### src/rtl/prbs_pkg.sv
package prbs_pkg;

    localparam int unsigned PAT_W    = 10;
    localparam int unsigned HIST_W   = 7;
    localparam int unsigned TAP_OLD  = 6;
    localparam int unsigned TAP_NEW  = 5;
    localparam int unsigned REG_AW   = 5;
    localparam int unsigned REG_DW   = 16;

    localparam logic [REG_AW-1:0] ADDR_CTRL   = 5'd16;
    localparam logic [REG_AW-1:0] ADDR_ERR_HI = 5'd29;
    localparam logic [REG_AW-1:0] ADDR_ERR_LO = 5'd31;

    localparam int unsigned BIT_NORMAL = 12;
    localparam int unsigned BIT_CHK    = 7;
    localparam int unsigned BIT_GEN    = 6;
    localparam int unsigned BIT_ALIGN  = 2;

    localparam logic [REG_DW-1:0] CTRL_RESET = 16'h1004;
    localparam logic [REG_DW-1:0] CTRL_KEEP  = 16'h10C4;

    localparam logic [HIST_W-1:0] HIST_SEED = '1;

    typedef struct packed {
        logic normal_on;
        logic chk_on;
        logic gen_on;
        logic align_on;
    } test_ctrl_t;

    typedef enum logic {
        VF_HUNT  = 1'b0,
        VF_TRACK = 1'b1
    } vf_state_e;

    typedef struct packed {
        logic [PAT_W-1:0]  word;
        logic [HIST_W-1:0] next;
    } pat_step_t;

    // Produce one bus word from a history and return the history after it.
    function automatic pat_step_t pat_advance(input logic [HIST_W-1:0] hist);
        pat_step_t        res;
        logic [HIST_W-1:0] h;
        logic             b;
        h = hist;
        res.word = '0;
        for (int i = PAT_W - 1; i >= 0; i--) begin
            b = h[TAP_OLD] ^ h[TAP_NEW];
            res.word[i] = b;
            h = {h[HIST_W-2:0], b};
        end
        res.next = h;
        return res;
    endfunction

    function automatic test_ctrl_t decode_ctrl(input logic [REG_DW-1:0] r);
        test_ctrl_t c;
        c.normal_on = r[BIT_NORMAL];
        c.chk_on    = r[BIT_CHK];
        c.gen_on    = r[BIT_GEN];
        c.align_on  = r[BIT_ALIGN];
        return c;
    endfunction

endpackage

### src/rtl/prbs_err_counter.sv
module prbs_err_counter
    import prbs_pkg::*;
#(
    parameter int unsigned CNT_W = 16
) (
    input  logic             clk,
    input  logic             rst,
    input  logic             inc_i,
    input  logic             clr_i,
    output logic [CNT_W-1:0] count_o
);

    localparam logic [CNT_W-1:0] CNT_MAX = '1;
    localparam logic [CNT_W-1:0] CNT_ONE = CNT_W'(1);

    logic [CNT_W-1:0] cnt_q;

    always_ff @(posedge clk) begin
        if (rst) begin
            cnt_q <= '0;
        end else if (clr_i) begin
            cnt_q <= inc_i ? CNT_ONE : '0;
        end else if (inc_i && cnt_q != CNT_MAX) begin
            cnt_q <= cnt_q + CNT_ONE;
        end
    end

    assign count_o = cnt_q;

    a_r8_no_wrap: assert property (@(posedge clk) disable iff (rst)
        (cnt_q == CNT_MAX && inc_i && !clr_i) |=> cnt_q == CNT_MAX);

    a_r7_clear_keeps_event: assert property (@(posedge clk) disable iff (rst)
        (clr_i && inc_i) |=> cnt_q == CNT_ONE);

    a_r7_clear_empties: assert property (@(posedge clk) disable iff (rst)
        (clr_i && !inc_i) |=> cnt_q == '0);

    a_r9_hold_when_quiet: assert property (@(posedge clk) disable iff (rst)
        (!clr_i && !inc_i) |=> $stable(cnt_q));

endmodule

### src/rtl/prbs_ctrl_regs.sv
module prbs_ctrl_regs
    import prbs_pkg::*;
#(
    parameter int unsigned CNT_W = 16
) (
    input  logic              clk,
    input  logic              rst,
    input  logic              wr_i,
    input  logic              rd_i,
    input  logic [REG_AW-1:0] addr_i,
    input  logic [REG_DW-1:0] wdata_i,
    input  logic [CNT_W-1:0]  cnt_hi_i,
    input  logic [CNT_W-1:0]  cnt_lo_i,
    output test_ctrl_t        ctrl_o,
    output logic              clr_hi_o,
    output logic              clr_lo_o,
    output logic [REG_DW-1:0] rdata_o
);

    logic [REG_DW-1:0] ctrl_q;
    logic [REG_DW-1:0] rdata_q;
    logic [REG_DW-1:0] rd_mux;

    always_ff @(posedge clk) begin
        if (rst) begin
            ctrl_q <= CTRL_RESET;
        end else if (wr_i && addr_i == ADDR_CTRL) begin
            ctrl_q <= wdata_i & CTRL_KEEP;
        end
    end

    always_comb begin
        unique case (addr_i)
            ADDR_CTRL:   rd_mux = ctrl_q;
            ADDR_ERR_HI: rd_mux = REG_DW'(cnt_hi_i);
            ADDR_ERR_LO: rd_mux = REG_DW'(cnt_lo_i);
            default:     rd_mux = '0;
        endcase
    end

    always_ff @(posedge clk) begin
        if (rst) begin
            rdata_q <= '0;
        end else if (rd_i) begin
            rdata_q <= rd_mux;
        end
    end

    assign ctrl_o   = decode_ctrl(ctrl_q);
    assign clr_hi_o = rd_i && (addr_i == ADDR_ERR_HI);
    assign clr_lo_o = rd_i && (addr_i == ADDR_ERR_LO);
    assign rdata_o  = rdata_q;

    a_r2_reserved_zero: assert property (@(posedge clk) disable iff (rst)
        (ctrl_q & ~CTRL_KEEP) == '0);

    a_r7_one_clear: assert property (@(posedge clk) disable iff (rst)
        !(clr_hi_o && clr_lo_o));

endmodule

### src/rtl/prbs_gen.sv
module prbs_gen
    import prbs_pkg::*;
(
    input  logic             clk,
    input  logic             rst,
    input  logic             active_i,
    output logic [PAT_W-1:0] word_o
);

    logic [HIST_W-1:0] hist_q;
    pat_step_t         step;

    assign step = pat_advance(hist_q);

    always_ff @(posedge clk) begin
        if (rst) begin
            hist_q <= HIST_SEED;
        end else if (active_i) begin
            hist_q <= step.next;
        end
    end

    assign word_o = step.word;

    a_r4_pause_holds: assert property (@(posedge clk) disable iff (rst)
        !active_i |=> $stable(hist_q));

    a_r3_never_zero: assert property (@(posedge clk) disable iff (rst)
        hist_q != '0);

endmodule

### src/rtl/prbs_chk.sv
module prbs_chk
    import prbs_pkg::*;
(
    input  logic             clk,
    input  logic             rst,
    input  logic             active_i,
    input  logic [PAT_W-1:0] rx_i,
    output logic             err_o
);

    vf_state_e         state_q;
    logic [HIST_W-1:0] hist_q;
    pat_step_t         pred;
    logic              tracking;

    assign pred     = pat_advance(hist_q);
    assign tracking = (state_q == VF_TRACK);

    always_ff @(posedge clk) begin
        if (rst) begin
            state_q <= VF_HUNT;
            hist_q  <= HIST_SEED;
        end else if (!active_i) begin
            state_q <= VF_HUNT;
        end else if (!tracking) begin
            state_q <= VF_TRACK;
            hist_q  <= rx_i[HIST_W-1:0];
        end else begin
            hist_q  <= pred.next;
        end
    end

    assign err_o = active_i && tracking && (pred.word != rx_i);

    a_r9_unlock_when_off: assert property (@(posedge clk) disable iff (rst)
        !active_i |=> state_q == VF_HUNT);

    a_r5_lock_when_on: assert property (@(posedge clk) disable iff (rst)
        active_i |=> state_q == VF_TRACK);

    a_r5_no_count_in_hunt: assert property (@(posedge clk) disable iff (rst)
        (state_q == VF_HUNT) |-> !err_o);

endmodule

### src/rtl/prbs_test_engine.sv
module prbs_test_engine
    import prbs_pkg::*;
#(
    parameter int unsigned CNT_W = 16
) (
    input  logic              clk,
    input  logic              rst,
    input  logic              rate_mode_i,
    input  logic              reg_wr_i,
    input  logic              reg_rd_i,
    input  logic [REG_AW-1:0] reg_addr_i,
    input  logic [REG_DW-1:0] reg_wdata_i,
    output logic [REG_DW-1:0] reg_rdata_o,
    input  logic [PAT_W-1:0]  tx_data_i,
    output logic [PAT_W-1:0]  tx_data_o,
    input  logic [PAT_W-1:0]  rx_data_i
);

    localparam int unsigned N_CNT  = 2;
    localparam int unsigned IDX_HI = 0;
    localparam int unsigned IDX_LO = 1;

    test_ctrl_t       ctrl;
    logic             test_mode;
    logic             gen_active;
    logic             chk_active;
    logic             err;
    logic [PAT_W-1:0] gen_word;
    logic [N_CNT-1:0] inc_v;
    logic [N_CNT-1:0] clr_v;
    logic [CNT_W-1:0] cnt_v [N_CNT];

    assign test_mode  = !ctrl.normal_on && !ctrl.align_on;
    assign gen_active = test_mode && ctrl.gen_on;
    assign chk_active = test_mode && ctrl.chk_on;

    prbs_ctrl_regs #(.CNT_W(CNT_W)) u_regs (
        .clk      (clk),
        .rst      (rst),
        .wr_i     (reg_wr_i),
        .rd_i     (reg_rd_i),
        .addr_i   (reg_addr_i),
        .wdata_i  (reg_wdata_i),
        .cnt_hi_i (cnt_v[IDX_HI]),
        .cnt_lo_i (cnt_v[IDX_LO]),
        .ctrl_o   (ctrl),
        .clr_hi_o (clr_v[IDX_HI]),
        .clr_lo_o (clr_v[IDX_LO]),
        .rdata_o  (reg_rdata_o)
    );

    prbs_gen u_gen (
        .clk      (clk),
        .rst      (rst),
        .active_i (gen_active),
        .word_o   (gen_word)
    );

    assign tx_data_o = gen_active ? gen_word : tx_data_i;

    prbs_chk u_chk (
        .clk      (clk),
        .rst      (rst),
        .active_i (chk_active),
        .rx_i     (rx_data_i),
        .err_o    (err)
    );

    assign inc_v[IDX_HI] = err && rate_mode_i;
    assign inc_v[IDX_LO] = err && !rate_mode_i;

    for (genvar g = 0; g < N_CNT; g++) begin : g_cnt
        prbs_err_counter #(.CNT_W(CNT_W)) u_cnt (
            .clk     (clk),
            .rst     (rst),
            .inc_i   (inc_v[g]),
            .clr_i   (clr_v[g]),
            .count_o (cnt_v[g])
        );
    end

    a_r6_fast_leaves_slow: assert property (@(posedge clk) disable iff (rst)
        (err && rate_mode_i && !clr_v[IDX_LO]) |=> $stable(cnt_v[IDX_LO]));

    a_r6_slow_leaves_fast: assert property (@(posedge clk) disable iff (rst)
        (err && !rate_mode_i && !clr_v[IDX_HI]) |=> $stable(cnt_v[IDX_HI]));

endmodule

### config.mk
export PLATFORM = sky130hd
export DESIGN_NAME = prbs_test_engine
export DESIGN_NICKNAME = d
export VERILOG_FILES = /design/src/rtl/prbs_pkg.sv /design/src/rtl/prbs_err_counter.sv /design/src/rtl/prbs_ctrl_regs.sv /design/src/rtl/prbs_gen.sv /design/src/rtl/prbs_chk.sv /design/src/rtl/prbs_test_engine.sv
export SDC_FILE = /design/constraint.sdc
export NUM_CORES = 1
export LEC_CHECK = 0
export ABC_CLOCK_PERIOD_IN_PS = 4450
export BUFFER_PORTS_ARGS = -buffer_cell sky130_fd_sc_hd__clkbuf_2
export CORE_UTILIZATION = 48
export CTS_BUF_LIST = sky130_fd_sc_hd__clkbuf_4 sky130_fd_sc_hd__clkbuf_8
export DETAILED_ROUTE_END_ITERATION = 7
export PLACE_DENSITY = 0.71
export SLEW_MARGIN = 40
export SYNTH_ARGS = -nofsm -noshare
export SYNTH_HDL_FRONTEND = slang
export SYNTH_SLANG_ARGS = --single-unit
### constraint.sdc
create_clock -name clk -period 4.45 [get_ports clk]
set_clock_uncertainty 0.1 [all_clocks]
set_input_delay 0.445 -clock clk [delete_from_list [all_inputs] [get_ports clk]]
set_output_delay 0.445 -clock clk [all_outputs]
set_load 0.005 [all_outputs]
# [Word level (Yosys, flattened, before mapping)]
# Cells that the tools add are included.
[classes] mux=10 bitwise_logic=20 n_reduce_logical=17 add_sub_neg=2 eq_ne=6
[ops] op="$mux W16" n=4
[ops] op="$pmux W16 S3" n=1
[ops] op="$add A16 B1 Y16 const B" n=2
[ops] op="$ne A16 B16 Y1 const B" n=2
[ops] op="$xor A1 B1 Y1" n=20
[ops] op="$eq A5 B5 Y1 const B" n=3
[ops] op="$logic_and A1 B1 Y1" n=12
[ops] op="$mux W10" n=1
[ops] op="$ne A10 B10 Y1" n=1
[ops] op="$mux W7" n=1
[ops] op="$reduce_bool A2 Y1" n=2
[ops] op="$logic_not A1 Y1" n=3
[ops] op="$mux W1" n=3
[totals] output_inout_bits=26 inputBits=46 register_bits=67 wordCells=62

# [Logic depth before layout (Yosys ltp)]
[depth] word_depth=9 ltp_mapped=9 ltp_nobuf=7

# [Hierarchy]
# Synthesis repeated with hierarchy kept, for this count alone.
[hier_totals] hier_cells=415 area_unflattened_um2=3707.3
[modules_own_cells] module="prbs_err_counter" area_per_inst_um2=840.8 seq_area_each_um2=320.3 cells_each=99 n_inst=2
[modules_own_cells] module="prbs_ctrl_regs" area_per_inst_um2=923.4 seq_area_each_um2=400.4 cells_each=102 n_inst=1
[modules_own_cells] module="prbs_chk" area_per_inst_um2=573.0 seq_area_each_um2=160.2 cells_each=66 n_inst=1
[modules_own_cells] module="prbs_gen" area_per_inst_um2=372.9 seq_area_each_um2=140.1 cells_each=34 n_inst=1
[modules_own_cells] module="prbs_test_engine" area_per_inst_um2=156.4 seq_area_each_um2=0.0 cells_each=15 n_inst=1

# [Worst setup path before layout]
# OpenSTA, ideal clock, no wires.
[synth_path] path_kind="register -> register" start="register g_cnt[1].u_cnt.cnt_q[0]" end="register g_cnt[1].u_cnt.cnt_q[11]" setup_slack_ns=2.348 path_stages_with_launch=9 setup_ns=0.070 synth_period_minus_slack_ns=2.102 t_arrival_ns=1.932 path_buffers=1 required_time_ns=4.280 cell_sequence="dfxtp_1 -> ha_1 -> and4_1 -> and3_1 -> a311oi_1 -> o31ai_1 -> buf_2 -> or3_1 -> a21oi_1"
[synth_via] elab_chain_cells=3 word_cells_on_any_way=6 classes_between="add/sub: 1; eq/ne: 1; mux: 2; reduce/logical: 2"
[synth_rtl] element="start, declared" line="prbs_err_counter.sv:16" text="logic [CNT_W-1:0] cnt_q;"
[synth_rtl] element="start signal, assigned" line="prbs_err_counter.sv:22" text="cnt_q <= inc_i ? CNT_ONE : '0;"
[synth_rtl] element="start signal, assigned" line="prbs_err_counter.sv:24" text="cnt_q <= cnt_q + CNT_ONE;"
[synth_rtl] element="$add A16 B1 Y16 / $ne A16 B16 Y1 (equally long branches)" line="prbs_err_counter.sv:24, prbs_err_counter.sv:23"
[synth_rtl] element="$mux W16 / $logic_and A1 B1 Y1 (equally long branches)" line="prbs_err_counter.sv:23" text="end else if (inc_i && cnt_q != CNT_MAX) begin"
[synth_rtl] element="$mux W16 / $reduce_bool A2 Y1 (equally long branches)"
# Parallel ways exist; a longest one is shown, timed or not. The select of a mux whose other input is x is not followed.
# A chain may end at the register's enable or synchronous reset.

# [Worst setup path after layout]
[layout_path] start="register u_chk.hist_q[2]" end="register g_cnt[1].u_cnt.cnt_q[12]"
[layout_via] elab_chain_cells=7 word_cells_on_any_way=8 classes_between="eq/ne: 1; bitwise: 3; reduce/logical: 4"
[layout_rtl] element="start, declared" line="prbs_chk.sv:12" text="logic [HIST_W-1:0] hist_q;"
[layout_rtl] element="start signal, assigned" line="prbs_chk.sv:27" text="hist_q <= rx_i[HIST_W-1:0];"
[layout_rtl] element="start signal, assigned" line="prbs_chk.sv:29" text="hist_q <= pred.next;"
[layout_rtl] element="$xor A1 B1 Y1 (2 in series)" line="prbs_pkg.sv:49" text="b = h[TAP_OLD] ^ h[TAP_NEW];"
[layout_rtl] element="$ne A10 B10 Y1 *" line="prbs_chk.sv:33" text="assign err_o = active_i && tracking && (pred.word != rx_i);"
[layout_rtl] element="$logic_and A1 B1 Y1 *" line="prbs_chk.sv:33"
[layout_rtl] element="$logic_and A1 B1 Y1 *" line="prbs_test_engine.sv:70" text="assign inc_v[IDX_LO] = err && !rate_mode_i;"
[layout_rtl] element="$logic_and A1 B1 Y1 *" line="prbs_err_counter.sv:23"
[layout_rtl] element="$reduce_bool A2 Y1 (no source line) *"
# Every way passes the cells marked *; elsewhere a longest branch is shown, timed or not.

==> results.md <==
* Async SR Flop Fraction at 0
* Hold buffer count at cts at 0
* Initial DRT Pass Iterations at 4
* Req. time, crit path at around 4600 ps
* Peak Freq at between 0.3 and 0.4 GHz
* Synth top area share at 0.3649
* Total vias in the final route at between 3k and 4k
* I/O Pins at between 70 and 80
* Seq pwr share at 0.519
* Antenna diodes at 0
* Clock power share at 0.428
* Die Span X at 89.51 um
* Fin crit period at approximately 2500 ps
* Worst Tran Pin Value at between 700 and 800 ps
* Pins over their slew limit at 0
* CP startpoint kind: register
* Critical Path AT at ~2700 ps
* Period utilization at 0.5658
* Final setup viols at 0
* Final Hold Vio Count at 0
* GR Overflow Total at 0
* Rel. slew slack at 0.5112
* Synth top area cells: dfxtp_1, a21oi_1, nand2_1
* Die Height at 89.51 um
* Slowest stage cell, crit path: or4_1
* Hold_sp: reg_wdata_i[7]
* Vias/cell at approximately 5.7
* Number of global-route vias before repair at 2,940
* Main synth FF type: dfxtp_1
* CTS tree: built
* Post-Synthesis Cells at 440
* Hold/Removal Path Class: in -> reg
* Die area at 0.008012 mm^2
* Crit path buffers/inverters at 1
* P_sw at 257.6 uW
* Row count at 31
* Internal power at 898.2 uW
* CORE AREA at around 0.0073 mm^2
* Post-CTS Setup Bufs at 0
* Most frequent cells after synthesis: dfxtp_1, nand2_1, nor2_1, a21oi_1, o21ai_0
* RSZ-0062 raised after global routing: no
* First DRT Iteration DRCs at between 150 and 200
* HPWL Detailed at 6240 um
* CP endpoint kind: register
* Mapped cell area at 0.003676 mm^2
* P per Cell Area at 276.7 mW/mm^2
* Syn-to-layout area delta at 13.61%
* YS warnings at 0
* First-pass GRT wire length at 13,990 um
* Syn Nets at 488
* Synthesized flop and latch total at 67
* Final TNS setup at 0 ps
* WL final at a little under 9000 um
* CP startpoint: u_chk.hist_q[2]
* CTS H-tree lvls at 3
* DR WL/cell at roughly 15 um
* Max cap viols at 0
* Gp weighted congestion at around 0.84
* Post_cts resized at 0
* Maximum clock insertion buffer count at 2
* Yosys cell types at 51
* Outcome: completed
* CP max stage delay at 520 ps
* Initial Utilization at 0.5015
* Layout cells sized above 1 at 0.1951
* Leakage at 0.001586 uW
* Largest net degree at the start of global routing at 44
* Nets at 531
* Drt drc at 0
* EDFF count, synth at 0
* CTS Sinks at 67
* Power share of the combinational group at 0.052
* Largest area contributor in the netlist: dfxtp_1
* Clk root buf: clkbuf_8
* CTS Buf Count at 9
* Most frequent cell after synthesis: dfxtp_1
* Post-DRT Antenna Nets at 0
* Antenna violations before repair at 0
* Avg Cell Area, Syn at approximately 8.4 um^2
* WS Path Type: reg -> reg
* CTS clock-pin slew for the worst setup and hold paths at about 70 ps
* Sw frac at 0.2229
* Worst skew pair latency at 340 ps
* Seq/Total Area, Yosys at 0.3649
* GRT Util Overall at 0.2288
* Port Buffers at 59
* Crit path max-delay family: simple AND/OR/NAND/NOR gates
* Cell Chain, Critical Path: xor2_1 -> and4_1 -> mux2i_1 -> nor3_4 -> buf_4 -> or4_1 -> a21oi_1
* Critical Path Fanout Max at 31
* Power Total at 1156 uW
* Max IR drop VDD at 0.1904 mV
* Reg2reg start: u_chk.hist_q[2]
==> power by group through the flow <==
stage	sequential [uW]	combinational (uW)	clock (uW)
4_1_cts	600	61.1	503
3_3_place_gp	614	59.1	0
5_1_grt	600	67.5	532
6_report	600	60.4	495
3_5_place_dp	614	61.0	0
2_1_floorplan	614	32.6	0
==> per-layer routing <==
metal / GRT usage / vias up / part of all wire
met5: 0 / - / 0
met4: 0.04762 / 0 / 0.0075
met3: 0.05817 / 7 / 0.041
met2: 0.3810 / 68 / 0.48
met1: 0.3003 / 1574 / 0.47
li1: - / 1716 / -
==> state kept, by name, summed over array words and instances, names as in the netlist <==
register and count:
g_cnt.u_cnt.count_o 32, u_chk.hist_q 7, u_chk.state_q 1, u_gen.hist_q 7, u_regs.ctrl_q 4, u_regs.rdata_o 16
==> worst min-delay path, cell delays in order <==
cell      delay [ps]
clkbuf_2          80
nand3_1           60
a21oi_1           50
==> final timing paths <==
kind,end,slack [ps],cells after the start
min,u_regs.ctrl_q[7],240,3
max,g_cnt[1].u_cnt.count_o[12],1930,7
min reg2reg,u_regs.rdata_o[7],400,2
max reg2reg,g_cnt[1].u_cnt.count_o[12],1930,7
==> cell type report <==
| cell class | count | area, um^2 |
|---|---|---|
| Clock inverter | 3 | 40.04 |
| Timing Repair Buffer | 60 | 302.8 |
| Fill cell | 703 | 3154 |
| Tap cell | 99 | 123.9 |
| Clock buffer | 12 | 146.4 |
| Inverter | 3 | 11.26 |
| Multi-Input combinational cell | 342 | 2211 |
| Sequential cell | 67 | 1341 |
==> cell usage in the layout, fill, tap and decap left out, types with 3 or more instances in the layout <==
cell	count
dfxtp_1	67
clkbuf_2	58
nand2_1	38
nor2_1	37
a21oi_1	30
o21ai_0	25
or3_1	20
and3_1	19
nand3_1	17
xnor2_1	16
a22oi_1	12
xor2_1	11
mux2_2	11
a211o_1	10
or4_1	9
clkbuf_8	9
mux2i_1	8
a211oi_1	8
o21a_1	6
nand4_1	6
nand2b_1	6
and4_1	5
o31ai_1	5
a2bb2oi_1	4
and2_1	3
o211ai_1	3
inv_1	3
nor3_1	3
o21ai_1	3
clkbuf_4	3
==> cells by family after synthesis <==
group                      Yosys count  synth area share
and+or+nand+nor                    177            0.2600
AOI/OAI and AO/OA                  116            0.2056
muxes                               19           0.05548
buffers and inverters               31           0.03676
adders and majority gates            2          0.006806
xor gates and xnor gates            28           0.07045
DFF                                 67            0.3649
==> per-stage QoR <==
step	cell area, um^2	setup WS [ps]	hold slack (ps)	util	cells
floorplan	3676	2348	352.6	-	440
global placement	3979	1905	377.7	0.5428	571
detailed placement	3990	1897	386.2	0.5443	571
CTS	4177	1962	223.2	0.5697	586
global route	4177	1693	236.7	0.5697	586
finish	4177	1932	237.7	0.5697	586
(Power assumes the default switching activity.)
